**src/rtl/sram_ctrl_pkg.sv**
```systemverilog
package sram_ctrl_pkg;

  typedef enum logic [1:0] {ST_IDLE, ST_RD, ST_WR, ST_TURN} st_e;

  typedef struct packed {
    logic ce_n;
    logic we_n;
    logic oe_n;
    logic dq_oe;
  } strobe_t;

  function automatic int unsigned ps_to_cyc(int unsigned t_ps, int unsigned clk_ps);
    int unsigned c;
    c = (t_ps + clk_ps - 1) / clk_ps;
    return (c == 0) ? 1 : c;
  endfunction

  function automatic int unsigned max2(int unsigned a, int unsigned b);
    return (a > b) ? a : b;
  endfunction

  function automatic strobe_t strobes_for(st_e s);
    strobe_t r;
    case (s)
      ST_RD:   r = '{ce_n: 1'b0, we_n: 1'b1, oe_n: 1'b0, dq_oe: 1'b0};
      ST_WR:   r = '{ce_n: 1'b0, we_n: 1'b0, oe_n: 1'b1, dq_oe: 1'b1};
      default: r = '{ce_n: 1'b1, we_n: 1'b1, oe_n: 1'b1, dq_oe: 1'b0};
    endcase
    return r;
  endfunction

endpackage

```
**src/rtl/sram_cyc_timer.sv**
```systemverilog
module sram_cyc_timer #(
  parameter int unsigned CNT_W = 4
) (
  input  logic             clk_i,
  input  logic             rst_ni,
  input  logic             load_i,
  input  logic [CNT_W-1:0] load_val_i,
  output logic             last_o
);

  logic [CNT_W-1:0] cnt_q;

  always_ff @(posedge clk_i or negedge rst_ni) begin
    if (!rst_ni)            cnt_q <= '0;
    else if (load_i)        cnt_q <= load_val_i;
    else if (cnt_q != '0)   cnt_q <= cnt_q - 1'b1;
  end

  assign last_o = (cnt_q == '0);

endmodule

```
**src/rtl/sram_seq.sv**
```systemverilog
module sram_seq
  import sram_ctrl_pkg::*;
#(
  parameter int unsigned CNT_W    = 4,
  parameter int unsigned RD_CYC   = 1,
  parameter int unsigned WR_CYC   = 1,
  parameter int unsigned TURN_CYC = 1
) (
  input  logic             clk_i,
  input  logic             rst_ni,
  input  logic             req_i,
  input  logic             we_i,
  input  logic             last_i,
  output logic             load_o,
  output logic [CNT_W-1:0] load_val_o,
  output logic             accept_o,
  output logic             cap_o,
  output logic             ack_set_o,
  output strobe_t          strobe_o
);

  st_e st_q, st_d;

  always_comb begin
    st_d       = st_q;
    load_o     = 1'b0;
    load_val_o = '0;
    accept_o   = 1'b0;
    cap_o      = 1'b0;
    ack_set_o  = 1'b0;
    case (st_q)
      ST_IDLE: if (req_i) begin
        accept_o   = 1'b1;
        load_o     = 1'b1;
        st_d       = we_i ? ST_WR : ST_RD;
        load_val_o = we_i ? CNT_W'(WR_CYC - 1) : CNT_W'(RD_CYC - 1);
      end
      ST_RD: if (last_i) begin
        cap_o      = 1'b1;
        ack_set_o  = 1'b1;
        load_o     = 1'b1;
        load_val_o = CNT_W'(TURN_CYC - 1);
        st_d       = ST_TURN;
      end
      ST_WR: if (last_i) begin
        ack_set_o = 1'b1;
        st_d      = ST_IDLE;
      end
      default: if (last_i) st_d = ST_IDLE;
    endcase
  end

  // strobes come straight from flops so the pins never glitch on a decode
  always_ff @(posedge clk_i or negedge rst_ni) begin
    if (!rst_ni) begin
      st_q     <= ST_IDLE;
      strobe_o <= strobes_for(ST_IDLE);
    end else begin
      st_q     <= st_d;
      strobe_o <= strobes_for(st_d);
    end
  end

endmodule

```
**src/rtl/sram_io_regs.sv**
```systemverilog
module sram_io_regs #(
  parameter int unsigned ADDR_W = 19,
  parameter int unsigned DATA_W = 8
) (
  input  logic              clk_i,
  input  logic              rst_ni,
  input  logic              accept_i,
  input  logic              cap_i,
  input  logic              ack_set_i,
  input  logic [ADDR_W-1:0] addr_i,
  input  logic [DATA_W-1:0] wdata_i,
  input  logic [DATA_W-1:0] dq_i,
  output logic [ADDR_W-1:0] addr_o,
  output logic [DATA_W-1:0] dq_o,
  output logic [DATA_W-1:0] rdata_o,
  output logic              ack_o
);

  always_ff @(posedge clk_i or negedge rst_ni) begin
    if (!rst_ni) begin
      addr_o  <= '0;
      dq_o    <= '0;
      rdata_o <= '0;
      ack_o   <= 1'b0;
    end else begin
      ack_o <= ack_set_i;
      if (accept_i) begin
        addr_o <= addr_i;
        dq_o   <= wdata_i;
      end
      if (cap_i) rdata_o <= dq_i;
    end
  end

endmodule

```
**src/rtl/sram_ctrl.sv**
```systemverilog
module sram_ctrl
  import sram_ctrl_pkg::*;
#(
  parameter int unsigned CLK_PS  = 20000,
  parameter int unsigned ADDR_W  = 19,
  parameter int unsigned DATA_W  = 8,
  parameter int unsigned T_AA_PS = 10000,
  parameter int unsigned T_OE_PS = 5000,
  parameter int unsigned T_WC_PS = 10000,
  parameter int unsigned T_WP_PS = 8000,
  parameter int unsigned T_AW_PS = 10000,
  parameter int unsigned T_DS_PS = 6000,
  parameter int unsigned T_HZ_PS = 5000
) (
  input  logic              clk_i,
  input  logic              rst_ni,
  input  logic              req_i,
  input  logic              we_i,
  input  logic [ADDR_W-1:0] addr_i,
  input  logic [DATA_W-1:0] wdata_i,
  output logic              ack_o,
  output logic [DATA_W-1:0] rdata_o,
  output logic [ADDR_W-1:0] sram_addr_o,
  output logic              sram_ce_no,
  output logic              sram_we_no,
  output logic              sram_oe_no,
  output logic [DATA_W-1:0] sram_dq_o,
  output logic              sram_dq_oe_o,
  input  logic [DATA_W-1:0] sram_dq_i
);

  localparam int unsigned RD_CYC   = max2(ps_to_cyc(T_AA_PS, CLK_PS), ps_to_cyc(T_OE_PS, CLK_PS));
  localparam int unsigned WR_CYC   = max2(max2(ps_to_cyc(T_WC_PS, CLK_PS), ps_to_cyc(T_WP_PS, CLK_PS)),
                                          max2(ps_to_cyc(T_AW_PS, CLK_PS), ps_to_cyc(T_DS_PS, CLK_PS)));
  localparam int unsigned TURN_CYC = ps_to_cyc(T_HZ_PS, CLK_PS);
  localparam int unsigned MAX_CYC  = max2(max2(RD_CYC, WR_CYC), TURN_CYC);
  localparam int unsigned CNT_W    = $clog2(MAX_CYC + 1);

  logic             load, last, accept, cap, ack_set;
  logic [CNT_W-1:0] load_val;
  strobe_t          strb;

  sram_cyc_timer #(.CNT_W(CNT_W)) u_timer (
    .clk_i, .rst_ni,
    .load_i(load), .load_val_i(load_val), .last_o(last)
  );

  sram_seq #(
    .CNT_W(CNT_W), .RD_CYC(RD_CYC), .WR_CYC(WR_CYC), .TURN_CYC(TURN_CYC)
  ) u_seq (
    .clk_i, .rst_ni, .req_i, .we_i,
    .last_i(last), .load_o(load), .load_val_o(load_val),
    .accept_o(accept), .cap_o(cap), .ack_set_o(ack_set), .strobe_o(strb)
  );

  sram_io_regs #(.ADDR_W(ADDR_W), .DATA_W(DATA_W)) u_io (
    .clk_i, .rst_ni,
    .accept_i(accept), .cap_i(cap), .ack_set_i(ack_set),
    .addr_i, .wdata_i, .dq_i(sram_dq_i),
    .addr_o(sram_addr_o), .dq_o(sram_dq_o), .rdata_o, .ack_o
  );

  assign sram_ce_no   = strb.ce_n;
  assign sram_we_no   = strb.we_n;
  assign sram_oe_no   = strb.oe_n;
  assign sram_dq_oe_o = strb.dq_oe;

endmodule

```
**config.mk**
```make
export PLATFORM = sky130hd
export DESIGN_NAME = sram_ctrl
export DESIGN_NICKNAME = d
export VERILOG_FILES = /design/src/rtl/sram_ctrl_pkg.sv /design/src/rtl/sram_cyc_timer.sv /design/src/rtl/sram_seq.sv /design/src/rtl/sram_io_regs.sv /design/src/rtl/sram_ctrl.sv
export SDC_FILE = /design/constraint.sdc
export NUM_CORES = 1
export LEC_CHECK = 0
export ABC_AREA = 1
export BUFFER_PORTS_ARGS = -buffer_cell sky130_fd_sc_hd__clkbuf_2
export CAP_MARGIN = 5
export CELL_PAD_IN_SITES_DETAIL_PLACEMENT = 1
export CELL_PAD_IN_SITES_GLOBAL_PLACEMENT = 1
export CORE_UTILIZATION = 35
export CTS_CLUSTER_DIAMETER = 120
export DETAILED_ROUTE_END_ITERATION = 16
export PLACE_DENSITY_LB_ADDON = 0.1
export SLEW_MARGIN = 20
export SYNTH_ARGS = -nofsm -noshare
export SYNTH_HDL_FRONTEND = slang
export SYNTH_SLANG_ARGS = --single-unit
```
**constraint.sdc**
```tcl
create_clock -name clk_i -period 2.1 [get_ports clk_i]
set_input_delay 0.105 -clock clk_i [delete_from_list [all_inputs] [get_ports clk_i]]
set_output_delay 0.105 -clock clk_i [all_outputs]
set_load 0.1 [all_outputs]
```
# ---- After elaboration in Yosys (flattened, before gate mapping)
# Index checks and enable logic that the tools add are counted.
dict set report classes {
  add_sub_neg 1
  n_reduce_logical 2
  eq_ne 4
  n_mux 14
}
# cell count
set op_table {}
lappend op_table {{$mux 2} 4}
lappend op_table {{$pmux 4 s2} 1}
lappend op_table {{$mux 1} 7}
lappend op_table {{$eq 2x1->1 const B} 2}
lappend op_table {{$eq 2x2->1 const B} 2}
lappend op_table {{$pmux 2 s2} 1}
lappend op_table {{$logic_not 2->1} 1}
lappend op_table {{$pmux 1 s2} 1}
lappend op_table {{$reduce_or 2->1} 1}
lappend op_table {{$sub 1x1->1 const B} 1}
dict set report word_totals {
  out_inout_bits 40
  in_bits 39
  regBits 43
}

# ---- Logic depth before layout (Yosys ltp)
# Gate-level depths: netlist of the first run.
dict set report logic_depth {
  word_depth 5
  mapped_depth 8
  mapped_depth_nobuf 7
}

# ---- Hierarchy
# Synthesis of the first run repeated with hierarchy kept, for this count alone.
dict set report hier_totals {
  cells_unflattened 198
  hier_area_um2 1790.5
}
# module cells_per_inst n_inst area_each_um2 seq_area_each_um2
set modules_own_cells {}
lappend modules_own_cells {sram_io_regs 149 1 1383.8 900.9}
lappend modules_own_cells {sram_seq 45 1 370.4 153.9}
lappend modules_own_cells {sram_cyc_timer 4 1 36.3 25.0}

# ---- Least setup slack after synthesis of the first run
# No wires, ideal clock.
dict set report synth_path {
  path_type {register to register}
  startpoint {register u_seq.st_q[0]}
  endpoint {register u_seq.strobe_o[3] (netlist name)}
  n_path_buf 1
  setup_ns 0.083
  path_slack_ns 0.788
  t_required_ns 2.017
  period_less_slack_ns 1.312
  stages_incl_launch_ff 7
  arrival_ns 1.229
  path_cell_list {dfrtp_1 -> inv_1 -> ha_1 -> buf_4 -> nand2_1 -> o21ai_0 -> ha_1}
}
dict set report synth_between {
  elab_chain_len 4
  word_cells_on_any_way 9
  cone_classes {eq/ne: 3; mux: 5; reduce/logical: 1}
}
# item line
set synth_rtl {}
lappend synth_rtl {{from (decl)} sram_seq.sv:22} ;# st_e st_q, st_d;
lappend synth_rtl {{from (signal assigned)} sram_seq.sv:59} ;# st_q <= st_d;
lappend synth_rtl {{$eq 2x1->1, or another cell as far along} sram_seq.sv:31} ;# case (st_q)
lappend synth_rtl {{$pmux 2 s2 (*)} sram_seq.sv:31}
lappend synth_rtl {{$eq 2x2->1 or $eq 2x1->1 (tied branches)} sram_ctrl_pkg.sv:24} ;# case (s)
lappend synth_rtl {{$pmux 4 s2 (*)} sram_ctrl_pkg.sv:24}
lappend synth_rtl {{to (signal assigned)} sram_seq.sv:57} ;# strobe_o <= strobes_for(ST_IDLE);
lappend synth_rtl {{to (signal assigned)} sram_seq.sv:60} ;# strobe_o <= strobes_for(st_d);
lappend synth_rtl {{to (decl)} sram_seq.sv:19} ;# output strobe_t strobe_o
# Mark *: on every way between the ends. The rest lies on a longest branch, timed or not.
# A chain may end at the register's enable or synchronous reset.

# ---- Worst setup path after layout of the first run
dict set report layout_path {
  startpoint {register u_seq.st_q[0]}
  endpoint {register u_io.addr_o[7]}
}
dict set report layout_between {
  elab_chain_len 2
}
# item line
set layout_rtl {}
lappend layout_rtl {{$logic_not 2->1} sram_seq.sv:31}
lappend layout_rtl {{$mux 1} sram_seq.sv:31}
lappend layout_rtl {{to (signal assigned)} sram_io_regs.sv:28} ;# addr_o <= addr_i;
lappend layout_rtl {{to (decl)} sram_io_regs.sv:13} ;# output logic [ADDR_W-1:0] addr_o,
# No other way between the ends.

==> run metrics, run 1 <==
status completed; Sink Count 42; die footprint roughly 0.005 mm²; crit-path max FO 27; CP Launch Type flop; fmax 642.4 MHz; largest net degree at the start of global routing 43; reg2reg setup slack 0.54 ns; CTS tree built; Initial Util 0.3747; starting DRC count in detailed routing 38; Synth Area in XOR/XNOR 0; global-route wire length before repair 6699 µm; Critical Setup Path Class reg2reg; setup TNS 0 ns; Worst-Skew Late Latency about 0.29 ns; Post-Synth Simple-Gate Area 0.2772; drt first pass iters 4; multiplexer area fraction after synthesis 0; #FFs+latches synth 42; final setup fails 0; worst clock skew about 0.0055 ns; Final Net Count a little over 300; CTS max path bufs 2; Post-Syn Nets 225; Syn Std Cell Area around 0.0017 mm²; fin crit period ~1.6 ns; wirelength, routed 4045 µm; PortBufs around 80; sequential area share after synthesis 0.6249; Hold Fails Final Rpt 0; Post-DRT Antenna Nets 0; fin. max-slew vios 0; Yosys warning total 0; num rows 24; vias in the first global route 1,467; Worst-path clk slew 0.08 ns; clk root buf clkbuf_8; critical path arrival 1.74 ns; Mapped Cells ~180; synth unique cells 13; drt wl/cell 12.88 µm; Worst Setup End Kind flop; fillers about 570; Via density around 4.7; total grt overflow 0; post-synthesis compound-gate area fraction 0.008895; share of layout cells above drive strength 1 0.3550; Post-Syn Area per Cell 9.325 µm²; DRC viols 0; largest family of logic cells by synthesized area simple AND/OR/NAND/NOR gates; post-CTS setup buffers 0; Max Cap Violations 0; core region area 0.004504 mm²; Worst EP required 2.28 ns; Die Width 71.45 µm; CTS H-Tree Depth 2; clock buffer count from CTS 5; placer congestion estimate approximately 0.72; DPL Wire Length roughly 2800 µm; I/O pin cnt between 70 and 80; Final period util 0.7412; ANT cells 0; Worst slew margin 0.6297; Tightest Pin Transition 0.5578 ns; RSZ-0062 raised after global routing no; final core occ 0.4906; Hold WS around 0.013 ns; total vias in the final route ~1,500; Hold WC Path Type in2reg; Synth-to-Final Area Change 30.91%; Vert. Die Dim ~70 µm; All-Layer GR Usage 0.1715; post-synthesis adder-cell area fraction 0.03706; initial antenna violation count 0
[flip-flops by register name, indices dropped and copies added (netlist names)]
name,flops
u_io.rdata_o,8
u_io.ack_o,1
u_seq.st_q,2
u_seq.strobe_o,4
u_io.addr_o,19
u_io.dq_o,8
[worst max-delay path, cell delays in order, from the launching register on]
cell and delay [ns]:
dfrtp_1 0.40, inv_1 0.06, ha_1 0.36, nand2_2 0.39
nand2_1 0.17, nand2_1 0.06
[repair_timing]
action,in CTS,in global routing
resized for setup,0,0
hold buffers,1,0
endpoints found under the hold margin,39,0
[metal layers]
metal  up-vias  part of all wire  global-route usage
li1        721                 -                   -
met1       704              0.42              0.2007
met2        44              0.51              0.3058
met3         6             0.050             0.04219
met4         0             0.013             0.06000
met5         -                 0                   0
[layout make-up]
cell class,instances,area (µm²),share of cell area
repair buffers,83,430.4,0.1948
well taps,52,65.06,0.02945
multi-input cells,123,545.5,0.2469
flip-flops and latches,42,1055,0.4773
clock inverters,1,5.005,0.002265
inverters,6,22.52,0.01019
clock buffers,7,86.33,0.03907
[through the flow]
step	cells	worst slack [ns]	area, µm²
3_3_place_gp	305	0.5620	2108
4_1_cts	314	0.5006	2210
6_report	314	0.5434	2210
5_1_grt	314	0.3383	2210
2_1_floorplan	181	0.7875	1688
3_5_place_dp	305	0.5027	2108
[synth_stat cells, drive strengths merged]
master	instances	area [µm²]
buf	10	65.06
nand2	85	321.6
dfrtp	39	975.9
ha	5	62.56
a21oi	1	5.000
nand3	27	135.1
nor2	3	11.26
o21ai	2	10.01
dfstp	3	78.83
inv	6	22.52
[placed cells by master, fill, tap and decap left out]
cell type      instances
ha_1                   5
nand2_2                1
clkbuf_2              78
a21oi_1                1
clkinv_2               1
clkbuf_8               6
o21ai_0                2
dfstp_2                3
nand3_1               27
inv_1                  6
nor2_1                 3
buf_4                  4
nand2_1               84
clkbuf_1               1
dlygate4sd3_1          1
dfrtp_1               39
[cells by family (layout without fill, tap and decap cells)]
family,Yosys count,after routing
adders and majority gates,5,5
DFF,42,42
buffers and inverters,16,97
and+or+nand+nor,115,115
AOI/OAI and AO/OA,3,3
[path summary, 6_finish.rpt]
kind | start | endpoint | cells after the start
min reg2reg | u_io.rdata_o[2] | u_io.rdata_o[2] | 2
max | u_seq.st_q[0] | u_io.addr_o[7] | 5
max reg2reg | u_seq.st_q[0] | u_io.addr_o[7] | 5
min in group asynchronous | rst_ni | u_io.addr_o[9] | 3
max in group asynchronous | rst_ni | u_seq.strobe_o[2] | 3
min | sram_dq_i[3] | u_io.rdata_o[3] | 3
Power of run 1 is not shown: default switching activity piles up to over one toggle a cycle in this logic, so the estimate is an artifact.
==> run 2, diff against run 1 <==
--- a/config.mk
+++ b/config.mk
@@ -10,7 +10,7 @@
 export CAP_MARGIN = 5
 export CELL_PAD_IN_SITES_DETAIL_PLACEMENT = 1
 export CELL_PAD_IN_SITES_GLOBAL_PLACEMENT = 1
-export CORE_UTILIZATION = 35
+export CORE_UTILIZATION = 30
 export CTS_CLUSTER_DIAMETER = 120
 export DETAILED_ROUTE_END_ITERATION = 16
 export PLACE_DENSITY_LB_ADDON = 0.1
==> constraint.sdc (replaced) <==
create_clock -name clk_i -period 1.35 [get_ports clk_i]
set_input_delay 0.0675 -clock clk_i [delete_from_list [all_inputs] [get_ports clk_i]]
set_output_delay 0.0675 -clock clk_i [all_outputs]
set_load 0.1 [all_outputs]
==> run 2 against run 1 <==
Against the previous run: register-to-register slack got worse by 0.42 ns; hold slack got worse by 0.0042 ns; design area increased by 13%; first-iteration DRC count increased by 66%; via count increased by 6.4%; critical path depth increased by 1; sequential share of layout area decreased by 5.5 points; die area increased by 16%; non-clock buffer count increased by 19; critical path type unchanged; critical endpoint is now u_seq.strobe_o[0].
==> run metrics, run 2 (same netlist as run 1, synthesis figures left out) <==
drt first pass iters 4 (unchanged); CP Launch Type flop; CTS tree built; fillers 638 (+13%); Vert. Die Dim 77.01 µm (+7.8%); fmax 817.6 MHz (+27%); Hold Fails Final Rpt 0 (unchanged); worst clock skew 0.005952 ns (+0.0004310 ns); max FFs per register 19 (unchanged); Post-Place Cells 329 (+7.9%); All-Layer GR Usage 0.1746 (+0.003116); Critical Setup Path Class reg2reg; Worst EP required 1.53 ns (-0.75 ns); Die Width 77.01 µm (+7.8%); CTS max path bufs 2 (unchanged); die footprint 0.005931 mm² (+16%); core region area 0.005270 mm² (+17%); Worst slew margin 0.6259 (-0.003838); Sink Count 42 (unchanged); fin. max-slew vios 0 (unchanged); drt wl/cell 13.38 µm (+3.9%); Post-Layout Cell Count 351 (+12%); DRC viols 0 (unchanged); share of layout cells above drive strength 1 0.3701 (+0.01514); crit-path max FO 6 (-78%); num rows 26 (+8.3%); Hold WS 0.008449 ns (-0.004240 ns); Max Cap Violations 0 (unchanged); Largest Register u_io.addr_o; setup TNS 0 ns (unchanged); most common cell after layout, fill and taps aside nand2_1; final setup fails 0 (unchanged); total grt overflow 0 (unchanged); I/O pin cnt 79 (unchanged); final core occ 0.4734 (-0.01715); Final Net Count 324 (+6.2%); largest net degree at the start of global routing 31 (-28%); DPL Wire Length 3227 µm (+14%); commonest cells after routing, fill and taps aside nand2_1 (83), clkbuf_2 (75), dfrtp_1 (39); placer congestion estimate 0.7538 (+4.4%); Hold WC Path Type in2reg; leading registers by flop count u_io.addr_o (19), u_io.dq_o (8), u_io.rdata_o (8); initial antenna violation count 0 (unchanged); Tightest Pin Transition 0.5636 ns (+0.005782 ns); critical path arrival 1.41 ns (-0.33 ns); Synth-to-Final Area Change 47.81%; clk root buf clkbuf_8; CTS H-Tree Depth 2 (unchanged); status completed; total vias in the final route 1,569 (+6.4%); Final period util 0.9060 (+0.1648); Worst-path clk slew 0.08 ns (about the same); vias in the first global route 1,719 (+17%); Post-DRT Antenna Nets 0 (unchanged); Via density 4.470 (-4.8%); wirelength, routed 4696 µm (+16%); fin crit period 1.223 ns (-0.3335 ns); clock buffer count from CTS 5 (unchanged); post-CTS setup buffers 0 (unchanged); global-route wire length before repair 8162 µm (+22%); starting DRC count in detailed routing 63 (+66%); Worst Setup End Kind flop; Initial Util 0.3203 (-0.05445); ANT cells 0 (unchanged); RSZ-0062 raised after global routing no; PortBufs 78 (unchanged); Worst-Skew Late Latency 0.29 ns (about the same)
[run 2: final cells by class]
type                       count  area, µm²  share of cell area
timing repair buffer         102      675.6              0.2708
clock buffer                   7      86.33             0.03460
multi-input combinational    123      563.0              0.2257
tap                           70      87.58             0.03511
clock inverter                 1      5.005            0.002006
sequential                    42       1055              0.4228
inverter                       6      22.52            0.009027
[run 2: per-stage QoR]
| stage | setup slack (ns) | area (µm²) |
|---|---|---|
| after floorplan | 0.03754 | 1688 |
| final | 0.1269 | 2495 |
| after global placement | 0.05415 | 2246 |
| after global routing | 0.005038 | 2495 |
| after detailed placement | -0.02503 | 2246 |
| after CTS | 0.02166 | 2480 |
[run 2: worst paths after layout]
path / startpoint / to / slack [ns] / cells past startpoint
worst max-delay path: u_seq.st_q[0] / u_seq.strobe_o[0] / 0.13 / 6
worst min-delay path: addr_i[6] / u_io.addr_o[6] / 0.008 / 3
worst max register to register: u_seq.st_q[0] / u_seq.strobe_o[0] / 0.13 / 6
worst min register to register: u_io.dq_o[2] / u_io.dq_o[2] / 0.47 / 2
max in group asynchronous: rst_ni / u_seq.strobe_o[2] / 0.57 / 3
min in group asynchronous: rst_ni / u_io.addr_o[1] / 0.22 / 2
[run 2: layer usage]
metal,vias up,track usage,part of all wire
li1,759,-,-
met1,753,0.2155,0.43
met2,51,0.3045,0.50
met5,-,0,0
met3,6,0.04167,0.054
met4,0,0.04528,0.013
[run 2: worst max-delay path, cell delays in order, from the launching register on]
cell and delay, ns:
dfrtp_1 0.42, inv_2 0.08, ha_4 0.17, nand2_2 0.08, nor2_1 0.12, nor2_1 0.07, ha_1 0.18
[run 2: timing repair]
| action | in CTS | in global routing |
|---|---|---|
| pin swaps | 0 | 1 |
| hold buffers | 14 | 0 |
| resized for setup | 1 | 6 |
| endpoints found under the hold margin | 25 | 0 |
| endpoints found under the setup margin | 3 | 4 |
Power of run 2 is left out for the same reason.
==> run 3, diff against run 2 <==
--- a/config.mk
+++ b/config.mk
@@ -17,4 +17,5 @@
 export SLEW_MARGIN = 20
 export SYNTH_ARGS = -nofsm -noshare
 export SYNTH_HDL_FRONTEND = slang
+export SYNTH_HIERARCHICAL = 1
 export SYNTH_SLANG_ARGS = --single-unit
==> run 3 against run 2 <==
Against the previous run: the flow now finishes with violations (negative setup slack); register-to-register slack lost 0.13 ns; critical path depth grew 2; critical endpoint is now u_seq/strobe_o[3]; fmax is 9.5% lower; largest cell class unchanged; sequential share of layout area fell by 4.1 points; hold slack better by 0.16 ns; count of clock-buffer cells in the layout rose by 1; clock skew is 0.0031 ns higher; design area rose by 13%.
==> run metrics, run 3 <==
Post-Layout Cell Count 395 (+13%); vias in the first global route 1,800 (+4.7%); sequential area share after synthesis 0.6031 (-0.02183); global-route wire length before repair 8169 µm (about the same); die footprint 0.006281 mm² (+5.9%); Post-synth EDFFs 0 (unchanged); CP Launch Type flop; Worst EP required 1.57 ns (+0.04 ns); Initial Util 0.3174 (-0.002910); DPL Wire Length 3261 µm (+1.0%); largest family of logic cells by synthesized area simple AND/OR/NAND/NOR gates; largest net degree at the start of global routing 28 (-9.7%); crit-path max FO 3 (-3); most common cell after layout, fill and taps aside nand2_1; Max Cap Violations 0 (unchanged); CTS tree built; All-Layer GR Usage 0.1700 (-0.004549); Worst-Skew Late Latency 0.29 ns (about the same); Tightest Pin Transition 0.5569 ns (-0.006730 ns); post-synthesis compound-gate area fraction 0.005590 (-0.003305); Hold Fails Final Rpt 0 (unchanged); status finished with violations; I/O pin cnt 79 (unchanged); Synth-to-Final Area Change 57.79%; fillers 678 (+6.3%); failing checks negative setup slack; ys flop type dfrtp_1; fin crit period 1.352 ns (+0.1285 ns); Synth area leader dfrtp_1; total grt overflow 0 (unchanged); critical path arrival 1.57 ns (+0.16 ns); Via density 4.278 (-4.3%); Post-Place Cells 349 (+6.1%); Sink Count 43 (+2.4%); Worst-path clk slew 0.07 ns (about the same); multiplexer area fraction after synthesis 0 (unchanged); Place WS -0.06051 ns (-0.03548 ns); Post-Synth Simple-Gate Area 0.2711 (-0.006103); Die Width 79.26 µm (+2.9%); clk root buf clkbuf_8; most common library cells after synthesis nand2_1 (111), dfrtp_1 (40), inv_1 (12), nand2_2 (8), ha_1 (6); post-synthesis adder-cell area fraction 0.04193 (+0.004864); Post-Syn Area per Cell 9.043 µm² (-3.0%); largest cells by area after synthesis dfrtp_1 (56%), nand2_1 (23%), dfstp_2 (4.4%); DRC viols 0 (unchanged); Largest Register u_io/addr_o; wirelength, routed 4789 µm (+2.0%); Worst Setup End Kind flop; Final WS setup -0.001629 ns (-0.1285 ns); ys async rst share 1.000 (unchanged); Final Net Count 367 (+13%); Post-DRT Antenna Nets 0 (unchanged); Worst slew margin 0.6303 (+0.004468); count leader, synth nand2_1; Reg2Reg Depth 8 (+2); initial antenna violation count 0 (unchanged); fmax 739.8 MHz (-9.5%); top-area cell type share of the netlist area 0.5590 (-0.01916); Vert. Die Dim 79.26 µm (+2.9%); PortBufs 78 (unchanged); Mapped Cells 198 (+9.4%); synth unique cells 18 (+5); #FFs+latches synth 43 (+2.4%); worst clock skew 0.009089 ns (+0.003137 ns); final setup fails 1 (+1); total vias in the final route 1,690 (+7.7%); drt wl/cell 12.12 µm (-9.4%); clock buffer count from CTS 5 (unchanged); Final Cell Area 0.002825 mm² (+13%); Hold WC Path Type in2reg; core region area 0.005642 mm² (+7.1%); CTS H-Tree Depth 2 (unchanged); leading registers by flop count u_io/addr_o (19), u_io/dq_o (8), u_io/rdata_o (8); ANT cells 0 (unchanged); drt first pass iters 3 (-1); Syn Std Cell Area 0.001790 mm² (+6.1%); Post-DP Area 0.002307 mm² (+2.7%); commonest cells after routing, fill and taps aside nand2_1 (109), clkbuf_2 (75), dfrtp_1 (40); starting DRC count in detailed routing 86 (+37%); max FFs per register 19 (unchanged); RSZ-0062 raised after global routing yes; Post-Syn Nets 243 (+8.0%); Synth Area in XOR/XNOR 0 (unchanged); Final period util 1.001 (+0.09522); WHS Path Cells 5 (+2); num rows 27 (+3.8%); Critical Setup Path Class reg2reg; CTS max path bufs 2 (unchanged); final core occ 0.5008 (+0.02737); share of layout cells above drive strength 1 0.3622 (-0.007878); placer congestion estimate 0.8486 (+13%); fin. max-slew vios 0 (unchanged); Yosys warning total 6 (+6)
run 3: changes by cell type in the layout (fill, tap and decap cells not counted), moves of 3 or more:
cell and change:
nand3_1 -26, inv_1 +6, nand2_1 +26, nor2_1 -3
dlygate4sd3_1 +22, nand2_2 +6
run 3: worst max-delay path, stage by stage (launching register included):
cell     delay (ns)
dfrtp_1        0.39
inv_2          0.12
ha_4           0.17
nand2_4        0.06
nand2_2        0.07
nand2_1        0.06
nand2_2        0.09
inv_2          0.04
ha_1           0.27
run 3: area by class of cell:
type / instances / area [µm²] / area share
inverters: 16 / 70.07 / 0.02480
multi-input cells: 132 / 623.1 / 0.2205
clock buffers: 8 / 80.08 / 0.02834
repair buffers: 124 / 882.1 / 0.3122
well taps: 72 / 90.09 / 0.03189
flip-flops and latches: 43 / 1080 / 0.3822
run 3: metal layers:
layer | vias to the layer above | wire, µm | global-route usage
li1 | 830 | - | -
met1 | 806 | 2035 | 0.1943
met2 | 44 | 2478 | 0.3069
met3 | 10 | 174 | 0.02989
met4 | 0 | 101 | 0.07636
met5 | - | 0 | 0
run 3: through the flow:
| step | TNS [ns] | hold slack, ns |
|---|---|---|
| 2_1_floorplan | 0 | -0.2281 |
| 3_3_place_gp | -0.002296 | 0.03676 |
| 3_5_place_dp | -0.2262 | 0.03900 |
| 4_1_cts | -0.006922 | 0.1557 |
| 5_1_grt | -0.9605 | 0.1762 |
| 6_report | -0.001629 | 0.1662 |
run 3: cells by family (layout without fill, tap and decap cells):
logic type,Yosys count,after routing
AOI/OAI and AO/OA,2,2
adders and majority gates,6,6
buffers and inverters,23,148
DFF,43,43
other,1,1
and+or+nand+nor,123,123
run 3: path summary, 6_finish.rpt:
check                                startpoint           endpoint  slack (ns)
worst max-delay path              u_seq/st_q[1]  u_seq/strobe_o[3]      -0.002
worst min-delay path                       we_i      u_seq/st_q[1]        0.17
worst max register to register    u_seq/st_q[1]  u_seq/strobe_o[3]      -0.002
worst min register to register  u_io/rdata_o[6]    u_io/rdata_o[6]        0.47
max in group asynchronous                rst_ni         u_io/ack_o        0.58
min in group asynchronous                rst_ni       u_io/dq_o[4]        0.26
run 3: timing repair:
item / in CTS / in global routing
gates resized for setup: 11 / 6
pin swaps: 5 / 1
buffers inserted: 2 / 0
setup endpoints to repair: 26 / 31
hold endpoints to repair: 48 / 0
hold buffers: 36 / 0
Power of run 3 is left out for the same reason.
